--- src/rtl/irqcm_pkg.sv ---
package irqcm_pkg;
  localparam int unsigned CAUSE_ADDR = 0;
  localparam int unsigned MASK_ADDR  = 1;
  localparam int unsigned EOC_POS    = 0;
  localparam int unsigned EOD_POS    = 1;

  // implemented bit positions inside one channel field
  function automatic logic [31:0] impl_bits(input int unsigned err_lsb, input int unsigned err_w);
    logic [31:0] m;
    m = '0;
    m[EOC_POS] = 1'b1;
    m[EOD_POS] = 1'b1;
    for (int unsigned i = 0; i < err_w; i++) m[err_lsb + i] = 1'b1;
    return m;
  endfunction
endpackage

--- src/rtl/irqcm_event_map.sv ---
module irqcm_event_map #(
  parameter int unsigned FIELD_W = 16,
  parameter int unsigned ERR_W   = 6,
  parameter int unsigned ERR_LSB = 4
) (
  input  logic               eoc_i,
  input  logic               eod_i,
  input  logic [ERR_W-1:0]   err_i,
  output logic [FIELD_W-1:0] set_o
);
  import irqcm_pkg::*;

  always_comb begin
    set_o = '0;
    set_o[EOC_POS] = eoc_i;
    set_o[EOD_POS] = eod_i;
    for (int unsigned j = 0; j < ERR_W; j++) set_o[ERR_LSB + j] = err_i[j];
  end
endmodule

--- src/rtl/irqcm_cause_field.sv ---
module irqcm_cause_field #(
  parameter int unsigned       FIELD_W = 16,
  parameter logic [FIELD_W-1:0] IMPL   = '1
) (
  input  logic               clk_i,
  input  logic               rst_ni,
  input  logic [FIELD_W-1:0] set_i,
  input  logic               wr_i,
  input  logic [FIELD_W-1:0] wdata_i,
  output logic [FIELD_W-1:0] cause_o
);
  logic [FIELD_W-1:0] clr;
  logic [FIELD_W-1:0] cause_q;

  // zero in write data clears, one keeps
  assign clr = wr_i ? ~wdata_i : '0;

  always_ff @(posedge clk_i or negedge rst_ni) begin
    if (!rst_ni) cause_q <= '0;
    else         cause_q <= ((cause_q & ~clr) | set_i) & IMPL;
  end

  assign cause_o = cause_q;


  evt_wins_chk: assert property (@(posedge clk_i) disable iff (!rst_ni)
    (|(set_i & IMPL)) |=> ((cause_o & $past(set_i & IMPL)) == $past(set_i & IMPL)));


  no_spurious_set_chk: assert property (@(posedge clk_i) disable iff (!rst_ni)
    ((cause_o & ~$past(cause_o)) & ~$past(set_i)) == '0);


  clear_on_zero_only_chk: assert property (@(posedge clk_i) disable iff (!rst_ni)
    ((~cause_o & $past(cause_o)) & ~$past(clr)) == '0);
endmodule

--- src/rtl/irqcm_mask_field.sv ---
module irqcm_mask_field #(
  parameter int unsigned       FIELD_W = 16,
  parameter logic [FIELD_W-1:0] IMPL   = '1
) (
  input  logic               clk_i,
  input  logic               rst_ni,
  input  logic               wr_i,
  input  logic [FIELD_W-1:0] wdata_i,
  output logic [FIELD_W-1:0] mask_o
);
  logic [FIELD_W-1:0] mask_q;

  always_ff @(posedge clk_i or negedge rst_ni) begin
    if (!rst_ni)   mask_q <= '0;
    else if (wr_i) mask_q <= wdata_i & IMPL;
  end

  assign mask_o = mask_q;


  mask_hold_chk: assert property (@(posedge clk_i) disable iff (!rst_ni)
    !wr_i |=> $stable(mask_o));
endmodule

--- src/rtl/irq_cause_mask.sv ---
module irq_cause_mask #(
  parameter int unsigned NUM_CH  = 2,
  parameter int unsigned FIELD_W = 16,
  parameter int unsigned ERR_W   = 6,
  parameter int unsigned ERR_LSB = 4,
  parameter int unsigned ADDR_W  = 2,
  localparam int unsigned DATA_W = NUM_CH * FIELD_W
) (
  input  logic                    clk_i,
  input  logic                    rst_ni,
  input  logic [NUM_CH-1:0]       eoc_i,
  input  logic [NUM_CH-1:0]       eod_i,
  input  logic [NUM_CH*ERR_W-1:0] err_i,
  input  logic [ADDR_W-1:0]       addr_i,
  input  logic [DATA_W-1:0]       wdata_i,
  input  logic                    we_i,
  output logic [DATA_W-1:0]       rdata_o,
  output logic [NUM_CH-1:0]       irq_o
);
  import irqcm_pkg::*;

  localparam logic [31:0]        IMPL32 = impl_bits(ERR_LSB, ERR_W);
  localparam logic [FIELD_W-1:0] IMPL   = IMPL32[FIELD_W-1:0];

  logic              sel_cause;
  logic              sel_mask;
  logic [DATA_W-1:0] cause_all;
  logic [DATA_W-1:0] mask_all;

  assign sel_cause = (addr_i == ADDR_W'(CAUSE_ADDR));
  assign sel_mask  = (addr_i == ADDR_W'(MASK_ADDR));

  for (genvar g = 0; g < NUM_CH; g++) begin : g_ch
    logic [FIELD_W-1:0] set_v;

    irqcm_event_map #(.FIELD_W(FIELD_W), .ERR_W(ERR_W), .ERR_LSB(ERR_LSB)) u_map (
      .eoc_i (eoc_i[g]),
      .eod_i (eod_i[g]),
      .err_i (err_i[g*ERR_W +: ERR_W]),
      .set_o (set_v)
    );

    irqcm_cause_field #(.FIELD_W(FIELD_W), .IMPL(IMPL)) u_cause (
      .clk_i   (clk_i),
      .rst_ni  (rst_ni),
      .set_i   (set_v),
      .wr_i    (we_i & sel_cause),
      .wdata_i (wdata_i[g*FIELD_W +: FIELD_W]),
      .cause_o (cause_all[g*FIELD_W +: FIELD_W])
    );

    irqcm_mask_field #(.FIELD_W(FIELD_W), .IMPL(IMPL)) u_mask (
      .clk_i   (clk_i),
      .rst_ni  (rst_ni),
      .wr_i    (we_i & sel_mask),
      .wdata_i (wdata_i[g*FIELD_W +: FIELD_W]),
      .mask_o  (mask_all[g*FIELD_W +: FIELD_W])
    );

    assign irq_o[g] = |(cause_all[g*FIELD_W +: FIELD_W] & mask_all[g*FIELD_W +: FIELD_W]);


    irq_rise_cause_chk: assert property (@(posedge clk_i) disable iff (!rst_ni)
      $rose(irq_o[g]) |-> (!$stable(cause_all[g*FIELD_W +: FIELD_W]) ||
                           !$stable(mask_all[g*FIELD_W +: FIELD_W])));
  end

  always_comb begin
    if (sel_cause)     rdata_o = cause_all;
    else if (sel_mask) rdata_o = mask_all;
    else               rdata_o = '0;
  end
endmodule

--- config.mk ---
export PLATFORM = sky130hd
export DESIGN_NAME = irq_cause_mask
export DESIGN_NICKNAME = d
export VERILOG_FILES = /design/src/rtl/irqcm_pkg.sv /design/src/rtl/irqcm_event_map.sv /design/src/rtl/irqcm_cause_field.sv /design/src/rtl/irqcm_mask_field.sv /design/src/rtl/irq_cause_mask.sv
export SDC_FILE = /design/constraint.sdc
export NUM_CORES = 1
export LEC_CHECK = 0
export BUFFER_PORTS_ARGS = -buffer_cell sky130_fd_sc_hd__clkbuf_2
export CORE_MARGIN = 1
export CORE_UTILIZATION = 39
export CTS_CLUSTER_SIZE = 25
export DETAILED_ROUTE_END_ITERATION = 16
export GPL_TIMING_DRIVEN = 1
export MAX_ROUTING_LAYER = met4
export PLACE_DENSITY = 0.7
export SLEW_MARGIN = 20
export SYNTH_ARGS = -nofsm -noshare
export SYNTH_HDL_FRONTEND = slang
export SYNTH_SLANG_ARGS = --single-unit
--- constraint.sdc ---
create_clock -name clk_i -period 1.45 [get_ports clk_i]
set_clock_uncertainty 0.15 [all_clocks]
set_input_delay 0.29 -clock clk_i [delete_from_list [all_inputs] [get_ports clk_i]]
set_output_delay 0.29 -clock clk_i [all_outputs]
set_load 0.05 [all_outputs]
==> results of run 1 <==
[critical path, stage by stage, from the launching register on]
cell and delay (ns):
dfrtp_1 0.40, a22oi_2 0.22, nand4_1 0.16, buf_8 0.19
[sequential cells by signal, indices dropped and copies added (netlist names)]
signal                count
g_ch.u_cause.cause_o     16
g_ch.u_mask.mask_o       16
[kinds of logic (layout without fill, tap and decap cells)]
group / after synthesis / count (layout) / share of synthesized area (%)
flops: 32 / 32 / 46.5
other cells: 1 / 16 / 0.218
simple gates: 52 / 52 / 13.1
mux: 32 / 32 / 22.0
buf+inv: 22 / 88 / 10.0
compound gates: 24 / 24 / 8.15
[metal layers]
metal / up-vias / routed length (µm)
met5: - / 0
met4: 0 / 40
met2: 45 / 2050
met1: 649 / 1560
li1: 690 / -
met3: 2 / 140
[worst paths after layout]
path | cells after the start | to | start | slack, ns
max | 3 | irq_o[0] | g_ch[0].u_cause.cause_o[8]$_DFF_PN0_ | -0.23
min | 3 | g_ch[1].u_cause.cause_o[0]$_DFF_PN0_ | eoc_i[1] | 0.11
max reg2reg | 5 | g_ch[0].u_cause.cause_o[0]$_DFF_PN0_ | g_ch[0].u_cause.cause_o[0]$_DFF_PN0_ | 0.28
min reg2reg | 1 | g_ch[0].u_mask.mask_o[1]$_DFFE_PN0P_ | g_ch[0].u_mask.mask_o[1]$_DFFE_PN0P_ | 0.39
max in group asynchronous | 3 | g_ch[0].u_cause.cause_o[4]$_DFF_PN0_ | rst_ni | 0.43
min in group asynchronous | 2 | g_ch[1].u_cause.cause_o[6]$_DFF_PN0_ | rst_ni | 0.29
[layout make-up]
cell class,instances,area [µm²],share of cell area [%]
clock buffers,8,90.1,3.45
well taps,50,62.6,2.39
repair buffers,80,709,27.2
multi-input cells,124,950,36.4
flip-flops and latches,32,801,30.7
[cell usage after synthesis]
| master | number |
|---|---|
| a21oi_1 | 16 |
| a22oi_1 | 8 |
| buf_4 | 18 |
| buf_6 | 3 |
| clkbuf_1 | 1 |
| conb_1 | 1 |
| dfrtp_1 | 32 |
| mux2_2 | 6 |
| mux2_4 | 10 |
| mux2i_1 | 16 |
| nand3b_4 | 1 |
| nand4_1 | 2 |
| nor2_1 | 48 |
| nor3b_2 | 1 |
[stage by stage]
stage                     setup slack, ns  power, mW  hold slack [ns]  area (µm²)  util, %
after floorplan                    -0.129       1.70           -0.156        1890        -
after global placement             -0.168       1.87           0.0618        2210     53.8
after detailed placement           -0.171       1.88           0.0628        2210     53.8
after CTS                          -0.230       2.70            0.104        2550     62.0
after global routing               -0.301       2.89            0.105        2610     63.5
final                              -0.229       2.74            0.106        2610     63.5
[power by group]
part | total, mW | switching (mW) | leakage, nW | internal (mW)
Combinational | 0.965 | 0.516 | 0.848 | 0.448
Clock | 0.684 | 0.297 | 0.0455 | 0.387
Sequential | 1.09 | 0.0979 | 0.335 | 0.995
[what timing repair did]
action | in CTS | in global routing
setup endpoints to repair | 18 | 18
setup buffers | 7 | 6
hold endpoints to repair | 12 | 0
hold buffers | 1 | 0
pin swaps | 9 | 5
gates resized for setup | 43 | 13
==> results.md, run 1 <==
* # rows at 23
* Setup slack after layout at -0.229 ns
* Nets at 296
* CTS tree: built
* CP Class: reg -> out
* Core Area at 4120 µm²
* Main area contributors after synthesis: dfrtp_1, nor2_1, mux2i_1
* Hold Fails Final Rpt at 0
* N_diodes at 0
* # Max-Cap Violations at 0
* Die H at approximately 68 µm
* Fmax at roughly 600 MHz
* WP data arrival at around 1.2 ns
* Violated checks: negative setup slack
* Die width at approximately 68 µm
* Grt met3 use at 5.00%
* Largest net degree at the start of global routing at 21
* Gr busiest metal: met2
* Post-route insts no fill at ~300
* Synth top area share at approximately 47%
* CP startpoint kind: flip-flop
* P_leak at about 1.2 nW
* Critical path required time at 1.01 ns
* Synth Register Bits at 32
* Number of clock sinks at 32
* 1st-pass router iterations at 4
* Vias in the first global route at 1357
* Root buf cell: clkbuf_8
* Commonest cells after routing, fill and taps aside: clkbuf_2, nor2_1, dfrtp_1, a21oi_1, conb_1
* First-pass GRT wire length at around 6300 µm
* Hold Path Class: in -> reg
* Detailed-route wire length at ~3800 µm
* Routed WL per cell at approximately 13 µm
* Placed cell count at ~270
* Tcrit/Tclk final at 116%
* Clock Latency Late Sink at around 0.27 ns
* Antenna Nets Post-Route at 0
* Pins Over Slew Limit at 0
* Met1 GRT Util at between 20% and 30%
* Most common cell after layout, fill and taps aside: clkbuf_2
* Num CTS Buffers at 5
* Minimum clock period at approximately 1.7 ns
* Clock-pin slew on the worst setup and hold paths at around 0.06 ns
* Final HPWL DP at 2760 µm
* Share of layout cells above drive strength 1 at 53.7%
* Final setup TNS at -2.23 ns
* Initial Utilization at roughly two fifths
* Ports at between 80 and 90
* VDD IR max at 0.533 mV
* Syn. warnings at 0
* Total GRT Usage at a little under 20%
* Synth area leader: dfrtp_1
* DR vias at 1386
* Grt total ovfl at 0
* Fillers at 334
* Routability cong. at ~0.76
* Initial antenna violation count at 0
* Max H-tree Level at 2
* Status: finished with violations
* RSZ-0062 raised after global routing: true
* DIE AREA at ~4700 µm²
* Worst-path fanout max at 3
* DRC viols at 0
* Clock Path Buffers at 2
* Critical Path Sink Type: output port
* Sequential element share of the synthesized area at a little under half
* Setup-failing EPs final at 18
* Mean Syn Cell Area at roughly 11 µm²
* Power density over the cells at ~1000 nW/µm²
* Vias per inst at 4.71
* Mapped Cells at about 160
* DR iter-0 viols at 59
* Mapped Area at around 1700 µm²
* Port bufs at between 50 and 60
* Met2 usage at 33.3%
* Synth-to-layout area growth at 51.9%
* Synth cell types at 14
Power figures use the tool's default switching activity.
==> run 2: changes to the inputs <==
Settings changed: CELL_PAD_IN_SITES_DETAIL_PLACEMENT set to 1, CELL_PAD_IN_SITES_GLOBAL_PLACEMENT set to 2, CORE_UTILIZATION 39 to 26, MAX_ROUTING_LAYER met4 to unset, PLACE_DENSITY 0.7 to unset, PLACE_DENSITY_LB_ADDON set to 0.1.
==> results.md, run 2 (synthesis results as in run 1) <==
* Violated checks: negative setup slack
* Vias in the first global route at between 1500 and 2000
* Die H at 83.3 µm
* Share of power burned in registers at between 30% and 40%
* WP data arrival at 1.24 ns
* Reg-to-Reg Start: g_ch[1].u_mask.mask_o[1]$_DFFE_PN0P_
* Post-route insts no fill at 319
* Worst-path fanout max at 3
* Final setup TNS at -1.95 ns
* Antenna Nets Post-Route at 0
* Clock-pin slew on the worst setup and hold paths at 0.06 ns
* Hold Crit Start: err_i[8]
* DR vias at between 1000 and 1500
* Switching pwr at about 0.94 mW
* Max H-tree Level at 2
* Status: finished with violations
* Routability cong. at approximately 0.74
* Synth-to-layout area growth at 56.4%
* Setup-failing EPs final at 18
* Clock Latency Late Sink at around 0.28 ns
* Minimum clock period at ~1.7 ns
* Total GRT Usage at 14.7%
* Tcrit/Tclk final at 116%
* Ports at a little under 90
* DRC viols at 0
* Root buf cell: clkbuf_8
* Placed cell count at just under 300
* First-pass GRT wire length at a little under 8000 µm
* Vias per inst at approximately 4.6
* Share of layout cells above drive strength 1 at 55.0%
* Util after Layout at between 40% and 50%
* Die width at 83.3 µm
* Final Cell Area at about 2700 µm²
* Clock Path Buffers at 2
* Hold Fails Final Rpt at 0
* Most common cell after layout, fill and taps aside: clkbuf_2
* Largest net degree at the start of global routing at 33
* Core Area at between 6000 and 7000 µm²
* Post-DP Area at 2210 µm²
* Critical Path Sink Type: output port
* Sw frac at 34.3%
* Hold Path Class: in -> reg
* DIE AREA at a little under 7000 µm²
* Critical path required time at approximately 1 ns
* Int Pwr at between 1.5 and 2 mW
* Clk pwr share at 22.1%
* # Max-Cap Violations at 0
* Initial antenna violation count at 0
* Commonest cells after routing, fill and taps aside: clkbuf_2, nor2_1, dfrtp_1
* Nets at between 200 and 300
* Num CTS Buffers at 5
* CTS tree: built
* Overall Power at 2.75 mW
* Start point of the critical path: g_ch[1].u_cause.cause_o[4]$_DFF_PN0_
* VDD IR max at about 0.39 mV
* Initial Utilization at approximately 27%
* Combinational power share at 38.1%
* 1st-pass router iterations at 4
* N_diodes at 0
* Fmax at a little under 600 MHz
* RSZ-0062 raised after global routing: true
* Routed WL per cell at about 15 µm
* Port bufs at 54
* Final HPWL DP at between 3000 and 4000 µm
* CP Class: reg -> out
* # rows at 29
* Detailed-route wire length at 4860 µm
* P_leak at about 1.2 nW
* Setup slack after layout at -0.226 ns
* Fillers at 702
* DR iter-0 viols at 24
* CP startpoint kind: flip-flop
* Grt total ovfl at 0
* Pins Over Slew Limit at 0
* Power density over the cells at roughly 1000 nW/µm²
* Number of clock sinks at 32
run 2: through the flow:
stage,hold WS (ns),setup slack (ns)
4_1_cts,0.102,-0.256
3_3_place_gp,0.114,-0.191
2_1_floorplan,-0.156,-0.129
5_1_grt,0.103,-0.291
3_5_place_dp,0.121,-0.203
6_report,0.105,-0.226
run 2: cell type report:
| type | instances | area [µm²] | area share (%) |
|---|---|---|---|
| multi-input combinational | 124 | 972 | 36.1 |
| clock buffer | 5 | 68.8 | 2.56 |
| tap | 77 | 96.3 | 3.58 |
| timing repair buffer | 81 | 753 | 28.0 |
| sequential | 32 | 801 | 29.8 |
run 2: worst max-delay path, stage by stage, from the launching register on:
cell,delay [ns]
dfrtp_1,0.41
a22oi_2,0.22
nand4_1,0.13
clkbuf_8,0.20
run 2: what timing repair did:
action | 4_1_cts | 5_1_grt
pin swaps | 5 | 0
hold buffers | 1 | 0
hold endpoints to repair | 32 | 0
setup endpoints to repair | 18 | 18
setup buffers | 7 | 9
gates resized for setup | 45 | 27
gates cloned | 0 | 1
run 2: routing by layer:
| metal | GRT usage [%] | vias up | wire length [µm] |
|---|---|---|---|
| met5 | 0 | - | 0 |
| met2 | 23.7 | 46 | 2480 |
| li1 | - | 682 | - |
| met1 | 18.8 | 724 | 2100 |
| met3 | 4.08 | 6 | 195 |
| met4 | 5.17 | 0 | 76 |
run 2: path summary, 6_finish.rpt:
kind | to | slack [ns] | cells past startpoint
hold reg to reg | g_ch[1].u_mask.mask_o[6]$_DFFE_PN0P_ | 0.41 | 1
setup / recovery | irq_o[1] | -0.23 | 3
hold / removal | g_ch[1].u_cause.cause_o[6]$_DFF_PN0_ | 0.11 | 3
max in group asynchronous | g_ch[1].u_cause.cause_o[1]$_DFF_PN0_ | 0.60 | 3
setup reg to reg | g_ch[1].u_mask.mask_o[1]$_DFFE_PN0P_ | 0.17 | 4
min in group asynchronous | g_ch[1].u_mask.mask_o[5]$_DFFE_PN0P_ | 0.36 | 3
run 2: power groups by stage:
stage               clock network (mW)  logic [mW]  registers, mW
global placement                     0       0.790           1.08
CTS                              0.637       0.942           1.09
floorplan                            0       0.633           1.07
detailed placement                   0       0.804           1.10
global route                     0.675        1.11           1.11
finish                           0.608        1.05           1.09
==> run 3: changes to the inputs <==
Settings changed: CORE_UTILIZATION 26 to 27, CTS_BUF_LIST set to sky130_fd_sc_hd__clkbuf_4, HOLD_SLACK_MARGIN set to 0.12.
==> results.md, run 3 (synthesis results as in run 1) <==
* Util after Layout at roughly half
* Post-DP Area at between 2000 and 2500 µm²
* DP Worst Slack at -0.192 ns
* N_diodes at 0
* 1st-pass router iterations at 4
* Die width at around 80 µm
* Grt total ovfl at 0
* Max H-tree Level at 2
* Routability cong. at between 0.7 and 0.8
* Minimum clock period at 1.76 ns
* Root buf cell: clkbuf_4
* Ports at between 80 and 90
* Port bufs at 54
* Vias per inst at 4.38
* VDD IR max at just over 0.4 mV
* Clock-pin slew on the worst setup and hold paths at between 0.1 and 0.15 ns
* Fmax at between 500 and 600 MHz
* Worst-path fanout max at 2
* Routed WL per cell at 14.7 µm
* Num CTS Buffers at 5
* Slowest cell on the critical path: dfrtp_1
* # Max-Cap Violations at 0
* DIE AREA at 6700 µm²
* Number of clock sinks at 32
* Final Cell Area at ~3000 µm²
* Antenna Nets Post-Route at 0
* Clock Latency Late Sink at around 0.34 ns
* Die H at roughly 80 µm
* Final setup TNS at -3.53 ns
* Critical path required time at between 1 and 1.5 ns
* Pins Over Slew Limit at 0
* Crit path largest cell delay at 0.42 ns
* Tcrit/Tclk final at 122%
* Hold Fails Final Rpt at 0
* First-pass GRT wire length at just under 8000 µm
* Clock Path Buffers at 2
* Share of layout cells above drive strength 1 at between 50% and 60%
* Initial Utilization at roughly 29%
* RSZ-0062 raised after global routing: true
* Status: finished with violations
* Vias in the first global route at 1690
* Core Area at approximately 6000 µm²
* WP data arrival at between 1 and 1.5 ns
* Initial antenna violation count at 0
* Setup-failing EPs final at 18
* Total GRT Usage at 16.5%
* Violated checks: negative setup slack
* Largest net degree at the start of global routing at 33
* Nets at between 300 and 400
* Commonest cells after routing, fill and taps aside: clkbuf_2, dlygate4sd3_1, nor2_1, dfrtp_1
* Synth-to-layout area growth at 74.1%
* CTS tree: built
* Detailed-route wire length at between 5000 and 6000 µm
* Critical Path Sink Type: output port
* CP Class: reg -> out
* DR iter-0 viols at 36
* Crit-path cells: a22oi_2 -> nand4_1 -> clkbuf_8
* P_leak at between 1 and 1.5 nW
* # rows at 28
* Overall Power at approximately 2.7 mW
* DRC viols at 0
* Hold Path Class: in -> reg
* CP startpoint kind: flip-flop
* Final HPWL DP at 3570 µm
* Crit-path leading delay family: flip-flops
* Most common cell after layout, fill and taps aside: clkbuf_2
* Setup slack after layout at -0.313 ns
* Register-to-Register Path Depth at 3
* Logic depth of the worst setup path including buffers at 3
* Buf/Inv on CP at 1
* Worst hold path depth at 4
* Reg2reg setup slack at 0.28 ns
* DR vias at roughly 1500
* Power density over the cells at approximately 910 nW/µm²
==> run 3: stage by stage <==
stage          hold WS [ns]  instances
6_report              0.320        352
5_1_grt               0.319        352
4_1_cts               0.313        347
3_5_place_dp          0.202        304
3_3_place_gp          0.188        304
2_1_floorplan        -0.156        178
==> run 3: worst min-delay path, cell delays in order <==
cell,delay [ns]
clkbuf_2,0.12
nand3b_4,0.11
buf_4,0.13
mux2_4,0.14
==> run 3: metal layers <==
layer	GRT usage [%]	routed length, µm	vias to the layer above
met1	18.3	2190	733
met2	31.1	2720	45
li1	-	-	755
met4	4.74	68	0
met5	0	0	-
met3	3.67	200	7
==> run 3: path summary, 6_finish.rpt <==
check | end | start
hold / removal | g_ch[0].u_mask.mask_o[9]$_DFFE_PN0P_ | we_i
min in group asynchronous | g_ch[1].u_mask.mask_o[7]$_DFFE_PN0P_ | rst_ni
setup / recovery | irq_o[0] | g_ch[0].u_cause.cause_o[9]$_DFF_PN0_
setup reg to reg | g_ch[1].u_mask.mask_o[1]$_DFFE_PN0P_ | g_ch[1].u_mask.mask_o[1]$_DFFE_PN0P_
max in group asynchronous | g_ch[1].u_cause.cause_o[7]$_DFF_PN0_ | rst_ni
hold reg to reg | g_ch[0].u_mask.mask_o[1]$_DFFE_PN0P_ | g_ch[0].u_mask.mask_o[1]$_DFFE_PN0P_
==> run 3: repair_timing <==
| item | CTS | global route |
|---|---|---|
| setup buffers | 2 | 5 |
| pin swaps | 7 | 1 |
| setup endpoints to repair | 18 | 18 |
| resized for setup | 54 | 27 |
| hold endpoints to repair | 64 | 0 |
| hold buffers | 33 | 0 |
==> run 3: area by class of cell <==
type	instances	area, µm²
Fill cell	656	3030
Clock inverter	3	13.8
Clock buffer	5	37.5
Tap cell	75	93.8
Sequential cell	32	801
Timing Repair Buffer	113	1050
Multi-Input combinational cell	124	1000
==> run 3: where the power goes <==
| part | switching, mW | total, mW | internal (mW) | leakage (nW) |
|---|---|---|---|---|
| Combinational | 0.561 | 1.11 | 0.553 | 0.985 |
| Sequential | 0.103 | 1.10 | 0.993 | 0.335 |
| Clock | 0.326 | 0.503 | 0.178 | 0.0324 |
| Total | 0.990 | 2.71 | 1.72 | 1.35 |
